`src/rtl/idb_pkg.sv`:
```
package idb_pkg;
  typedef enum logic [1:0] {
    PH_GAP  = 2'd0,
    PH_SOF  = 2'd1,
    PH_DATA = 2'd2
  } phase_e;
endpackage

```
`src/rtl/bit_clock_divider.sv`:
```
module bit_clock_divider #(
  parameter int STAGES = 7
) (
  input  logic              clk,
  input  logic              rst_n,
  output logic [STAGES-1:0] phase,
  output logic              period_end
);
  logic [STAGES:0]   carry;
  logic [STAGES-1:0] stage_q;

  assign carry[0] = 1'b1;

  for (genvar i = 0; i < STAGES; i++) begin : g_stage
    assign carry[i+1] = carry[i] & stage_q[i];
    always_ff @(posedge clk or negedge rst_n) begin
      if (!rst_n) stage_q[i] <= 1'b0;
      else        stage_q[i] <= stage_q[i] ^ carry[i];
    end
  end

  assign phase      = stage_q;
  assign period_end = carry[STAGES];
endmodule

```
`src/rtl/frame_sequencer.sv`:
```
module frame_sequencer
  import idb_pkg::*;
#(
  parameter int WORD_BITS = 128,
  parameter int OTP_BITS  = 32,
  parameter int GAP_BITS  = 381,
  parameter logic [WORD_BITS-OTP_BITS-1:0] FIXED_WORD = '0
) (
  input  logic                clk,
  input  logic                rst_n,
  input  logic                period_end,
  input  logic [OTP_BITS-1:0] otp_bits,
  output logic                active,
  output logic                bit_val
);
  localparam int MAX_SLOTS = (GAP_BITS > WORD_BITS) ? GAP_BITS : WORD_BITS;
  localparam int SLOT_W    = (MAX_SLOTS > 1) ? $clog2(MAX_SLOTS) : 1;
  localparam logic [SLOT_W-1:0] GAP_LAST  = SLOT_W'(GAP_BITS - 1);
  localparam logic [SLOT_W-1:0] WORD_LAST = SLOT_W'(WORD_BITS - 1);

  phase_e               ph_q;
  logic [SLOT_W-1:0]    slot_q;
  logic [WORD_BITS-1:0] word_q;

  always_ff @(posedge clk or negedge rst_n) begin
    if (!rst_n) begin
      ph_q   <= PH_GAP;
      slot_q <= '0;
      word_q <= '0;
    end else if (period_end) begin
      unique case (ph_q)
        PH_GAP: begin
          if (slot_q == GAP_LAST) begin
            ph_q   <= PH_SOF;
            slot_q <= '0;
            word_q <= {otp_bits, FIXED_WORD};
          end else begin
            slot_q <= slot_q + 1'b1;
          end
        end
        PH_SOF: begin
          ph_q   <= PH_DATA;
          slot_q <= '0;
        end
        PH_DATA: begin
          word_q <= word_q >> 1;
          if (slot_q == WORD_LAST) begin
            ph_q   <= PH_GAP;
            slot_q <= '0;
          end else begin
            slot_q <= slot_q + 1'b1;
          end
        end
        default: begin
          ph_q   <= PH_GAP;
          slot_q <= '0;
        end
      endcase
    end
  end

  assign active  = (ph_q != PH_GAP);
  assign bit_val = (ph_q == PH_SOF) ? 1'b1 : word_q[0];
endmodule

```
`src/rtl/manchester_modulator.sv`:
```
module manchester_modulator #(
  parameter int DIV_STAGES = 7,
  parameter int SUB_LOG    = 3
) (
  input  logic                  clk,
  input  logic                  rst_n,
  input  logic                  active,
  input  logic                  bit_val,
  input  logic [DIV_STAGES-1:0] phase,
  output logic                  mod_en
);
  logic second_half;
  logic sub_on;
  logic in_half;
  logic mod_q;

  assign second_half = phase[DIV_STAGES-1];
  assign sub_on      = ~phase[SUB_LOG];
  assign in_half     = bit_val ? ~second_half : second_half;

  always_ff @(posedge clk or negedge rst_n) begin
    if (!rst_n) mod_q <= 1'b0;
    else        mod_q <= active & in_half & sub_on;
  end

  assign mod_en = mod_q;
endmodule

```
`src/rtl/id_beacon_core.sv`:
```
module id_beacon_core #(
  parameter int DIV_STAGES = 7,
  parameter int SUB_LOG    = 3,
  parameter int WORD_BITS  = 128,
  parameter int OTP_BITS   = 32,
  parameter int GAP_BITS   = 381,
  parameter logic [WORD_BITS-OTP_BITS-1:0] FIXED_WORD = 96'hA5C3_0F1E_7B29_D486_3C5A_E01F
) (
  input  logic                clk,
  input  logic                rst_n,
  input  logic [OTP_BITS-1:0] otp_bits,
  output logic                mod_en
);
  logic [DIV_STAGES-1:0] phase;
  logic                  period_end;
  logic                  seq_active;
  logic                  seq_bit;

  bit_clock_divider #(.STAGES(DIV_STAGES)) u_div (
    .clk        (clk),
    .rst_n      (rst_n),
    .phase      (phase),
    .period_end (period_end)
  );

  frame_sequencer #(
    .WORD_BITS  (WORD_BITS),
    .OTP_BITS   (OTP_BITS),
    .GAP_BITS   (GAP_BITS),
    .FIXED_WORD (FIXED_WORD)
  ) u_seq (
    .clk        (clk),
    .rst_n      (rst_n),
    .period_end (period_end),
    .otp_bits   (otp_bits),
    .active     (seq_active),
    .bit_val    (seq_bit)
  );

  manchester_modulator #(
    .DIV_STAGES (DIV_STAGES),
    .SUB_LOG    (SUB_LOG)
  ) u_mod (
    .clk     (clk),
    .rst_n   (rst_n),
    .active  (seq_active),
    .bit_val (seq_bit),
    .phase   (phase),
    .mod_en  (mod_en)
  );
endmodule

```
`config.mk`:
```
export PLATFORM = sky130hd
export DESIGN_NAME = id_beacon_core
export DESIGN_NICKNAME = d
export VERILOG_FILES = /design/src/rtl/idb_pkg.sv /design/src/rtl/bit_clock_divider.sv /design/src/rtl/frame_sequencer.sv /design/src/rtl/manchester_modulator.sv /design/src/rtl/id_beacon_core.sv
export SDC_FILE = /design/constraint.sdc
export NUM_CORES = 1
export LEC_CHECK = 0
export ABC_CLOCK_PERIOD_IN_PS = 5100
export BUFFER_PORTS_ARGS = -buffer_cell sky130_fd_sc_hd__buf_4
export CAP_MARGIN = 20
export CELL_PAD_IN_SITES_DETAIL_PLACEMENT = 1
export CELL_PAD_IN_SITES_GLOBAL_PLACEMENT = 1
export CORE_MARGIN = 3
export CORE_UTILIZATION = 53
export DETAILED_ROUTE_END_ITERATION = 7
export MAX_ROUTING_LAYER = met4
export PLACE_DENSITY_LB_ADDON = 0.05
export SLEW_MARGIN = 40
export SYNTH_ARGS = -nofsm -noshare
export SYNTH_HDL_FRONTEND = slang
export SYNTH_SLANG_ARGS = --single-unit
```
`constraint.sdc`:
```
create_clock -name clk -period 5.1 [get_ports clk]
set_input_delay 1.02 -clock clk [delete_from_list [all_inputs] [get_ports clk]]
set_output_delay 1.02 -clock clk [all_outputs]
set_load 0.05 [all_outputs]
```
==> flow_metrics.env <==
export IMPL_status="finished clean"
export IMPL_slew_headroom=0.438
export IMPL_antenna_found_initial=0
export IMPL_hold_buffers=0
export IMPL_fin_crit_sh=0.649
export IMPL_synth_area_leaders="dfrtp_1, a22o_1, o22a_1, mux2i_1, o21ai_0"
export IMPL_hold_viol=0
export IMPL_finalSetupTns_ns=0
export IMPL_start_util=0.557
export IMPL_globalplace_congestion=0.811
export IMPL_async_reset_ff_frac=1.00
export IMPL_maxSlewViolCount=0
export IMPL_worstSetupStartpointType="flip-flop"
export IMPL_finalPower_mw=2.56
export IMPL_drt_initial_drc_count=325
export IMPL_clkTransAtPathRegs_ns=0.06
export IMPL_postPlaceCellArea_um2=6240
export IMPL_yosysMostFrequentCell="dfrtp_1"
export IMPL_grt_max_degree=112
export IMPL_clkLatencyLatePin_ns=0.52
export IMPL_synth_top_cell_by_area="dfrtp_1"
export IMPL_worst_path_buf_inv=1
export IMPL_cts_path_max_buffers=2
export IMPL_max_freq_ghz=0.302
export IMPL_ir_worst_vdd_uv=267
export IMPL_core_area_um2=10600
export IMPL_setup_violations_final=0
export IMPL_period_needed_ns=3.31
export IMPL_portBuffers=34
export IMPL_finalClockSkew_ns=0.00672
export IMPL_syn_inst=448
export IMPL_final_area_um2=6910
export IMPL_cpMaxStageDelayCell="buf_4"
export IMPL_hold_path_class="input pin to async pin"
export IMPL_p_switching_uw=516
export IMPL_numCtsBuffers=17
export IMPL_numClockSinks=147
export IMPL_fp_dieW_um=111
export IMPL_drive_gt1_frac=0.168
export IMPL_slowest_delay_ns=0.56
export IMPL_drtAntennaViolNets=0
export IMPL_h_tree_depth=4
export IMPL_synth_edf_count=0
export IMPL_cts_tree="done"
export IMPL_netlist_area_um2=5870
export IMPL_synth_seq_cells=147
export IMPL_worstPathCellList="ha_1, ha_1, ha_1, ha_1, ha_1, ha_1, nor2b_1, nand2b_2, buf_4, a22o_1"
export IMPL_worst_setup_path_end_kind="flip-flop"
export IMPL_synth_top_area_share=0.626
export IMPL_ys_seq_area_frac=0.626
export IMPL_dp_hpwl_mm=7.07
export IMPL_p_int_mw=2.05
export IMPL_cap_viol_max_count=0
export IMPL_ys_top_cells_by_count="dfrtp_1, o21ai_0, a22o_1, o22a_1, mux2i_1"
export IMPL_crit_top_cell="ha_1"
export IMPL_synth_ff_type="dfrtp_1"
export IMPL_die_area_um2=12400
export IMPL_grt_ovfl_total=0
export IMPL_num_antenna_cells=0
export IMPL_tightest_slew_ns=0.844
export IMPL_grt_pass1_vias=4145
export IMPL_wl_per_cell_um=21.3
export IMPL_cts_root_buffer="clkbuf_8"
export IMPL_clkPwrFrac=0.524
export IMPL_wl_mm=13.2
export IMPL_die_height_um=111
export IMPL_cts_resized=0
export IMPL_avgSynthCellArea_um2=13.1
export IMPL_ios=35
export IMPL_p_leak_nw=3.30
export IMPL_grt_usage=0.225
export IMPL_fillers=994
export IMPL_multi_input_area_um2=2010
export IMPL_vias=3838
export IMPL_critPathMaxFanout=48
export IMPL_final_nets=512
export IMPL_grt_pass1_wl_mm=21.7
export IMPL_power_frac_seq=0.455
export IMPL_syn_nets=490
export IMPL_power_density_nw_per_um2=371
export IMPL_area_growth_pct=17.6
export IMPL_rows=37
export IMPL_p_sw_frac=0.201
export IMPL_seq_area_um2=3680
export IMPL_critPathKind="flip-flop to flip-flop"
export IMPL_cp_required_ns=5.55
export IMPL_drc_errors=0
export IMPL_rsz0062_at_grt="no"
export IMPL_synth_warnings=0
export IMPL_synth_cell_types=40
export IMPL_combPwrFrac=0.021
export IMPL_cts_setup_buffers=0
export IMPL_firstDrtPassIters=4
export IMPL_crit_family="adder cells"
export IMPL_viasPerCell=6.20
export IMPL_cp_arrival_ns=3.76
power by group through the flow:
stage	logic (mW)	clock network [mW]	registers [mW]
finish	0.0543	1.34	1.17
CTS	0.0536	1.37	1.17
global route	0.0613	1.43	1.17
floorplan	0.00630	0	1.19
detailed placement	0.0525	0	1.19
global placement	0.0512	0	1.19
per-layer routing:
layer | global-route usage | part of all wire | vias up
met5 | - | 0 | -
met4 | 0.0649 | 0.0092 | 0
met3 | 0.0551 | 0.040 | 14
met2 | 0.343 | 0.49 | 77
met1 | 0.303 | 0.46 | 2016
li1 | - | - | 1731
worst paths after layout:
| path | start | endpoint | slack (ns) | cells past startpoint |
|---|---|---|---|---|
| max | u_div.phase[0] | u_seq.word_q[37] | 1.79 | 10 |
| min | rst_n | u_seq.word_q[112] | 0.40 | 1 |
| max reg2reg | u_div.phase[0] | u_seq.word_q[37] | 1.79 | 10 |
| min reg2reg | u_div.phase[0] | u_div.phase[0] | 0.44 | 1 |
| max in group asynchronous | rst_n | u_seq.word_q[88] | 3.57 | 3 |
| min in group clk | u_div.phase[0] | u_div.phase[0] | 0.44 | 1 |
registers in the layout, indices dropped and copies added, names as in the netlist:
name and count:
u_div.phase 7, u_seq.slot_q 9, u_seq.word_q 128, u_mod.mod_en 1, u_seq.ph_q 2
logic make-up after synthesis:
kind of cell | after synthesis | share of synthesized area
buffers and inverters | 43 | 0.0368
multiplexers | 33 | 0.0564
XOR/XNOR | 3 | 0.00447
flip-flops | 147 | 0.626
AND/OR/NAND/NOR | 36 | 0.0332
AO/OA/AOI/OAI | 178 | 0.226
adder cells (fa/ha/maj) | 8 | 0.0170
metrics by stage:
stage	worst slack, ns	hold slack, ns	cells	utilization
2_1_floorplan	2.68	0.401	448	-
3_3_place_gp	1.51	0.411	583	0.583
3_5_place_dp	1.87	0.438	586	0.591
4_1_cts	1.82	0.447	618	0.652
5_1_grt	1.59	0.407	619	0.655
6_report	1.79	0.401	619	0.655
placed cells by master, fill, tap and decap left out, drive strengths merged, types with 2 or more instances in the layout:
cell,synthesis,routed
and3,3,3
xnor2,2,2
clkinv,0,5
or2,2,2
dfrtp,147,147
a22o,52,52
nand2,3,3
bufinv,0,5
and2,2,2
nor2b,2,2
o31ai,3,3
o22a,48,48
clkinvlp,0,2
o22ai,2,2
buf,23,41
mux2i,32,32
nor2,6,6
nand3b,2,2
ha,8,8
nand3,4,4
nor3,6,6
nand2b,3,3
a21oi,4,4
clkbuf,15,20
o21ai,63,63
inv,5,5
a31oi,2,2
area by class of cell:
cell class                      count  share of cell area
Timing Repair Buffer               41              0.0572
Clock buffer                       20              0.0630
Tap cell                          136              0.0246
Clock inverter                     12              0.0297
Multi-Input combinational cell    258               0.290
Inverter                            5             0.00272
Sequential cell                   147               0.532
Note: power is estimated with default switching activity, not from simulation.
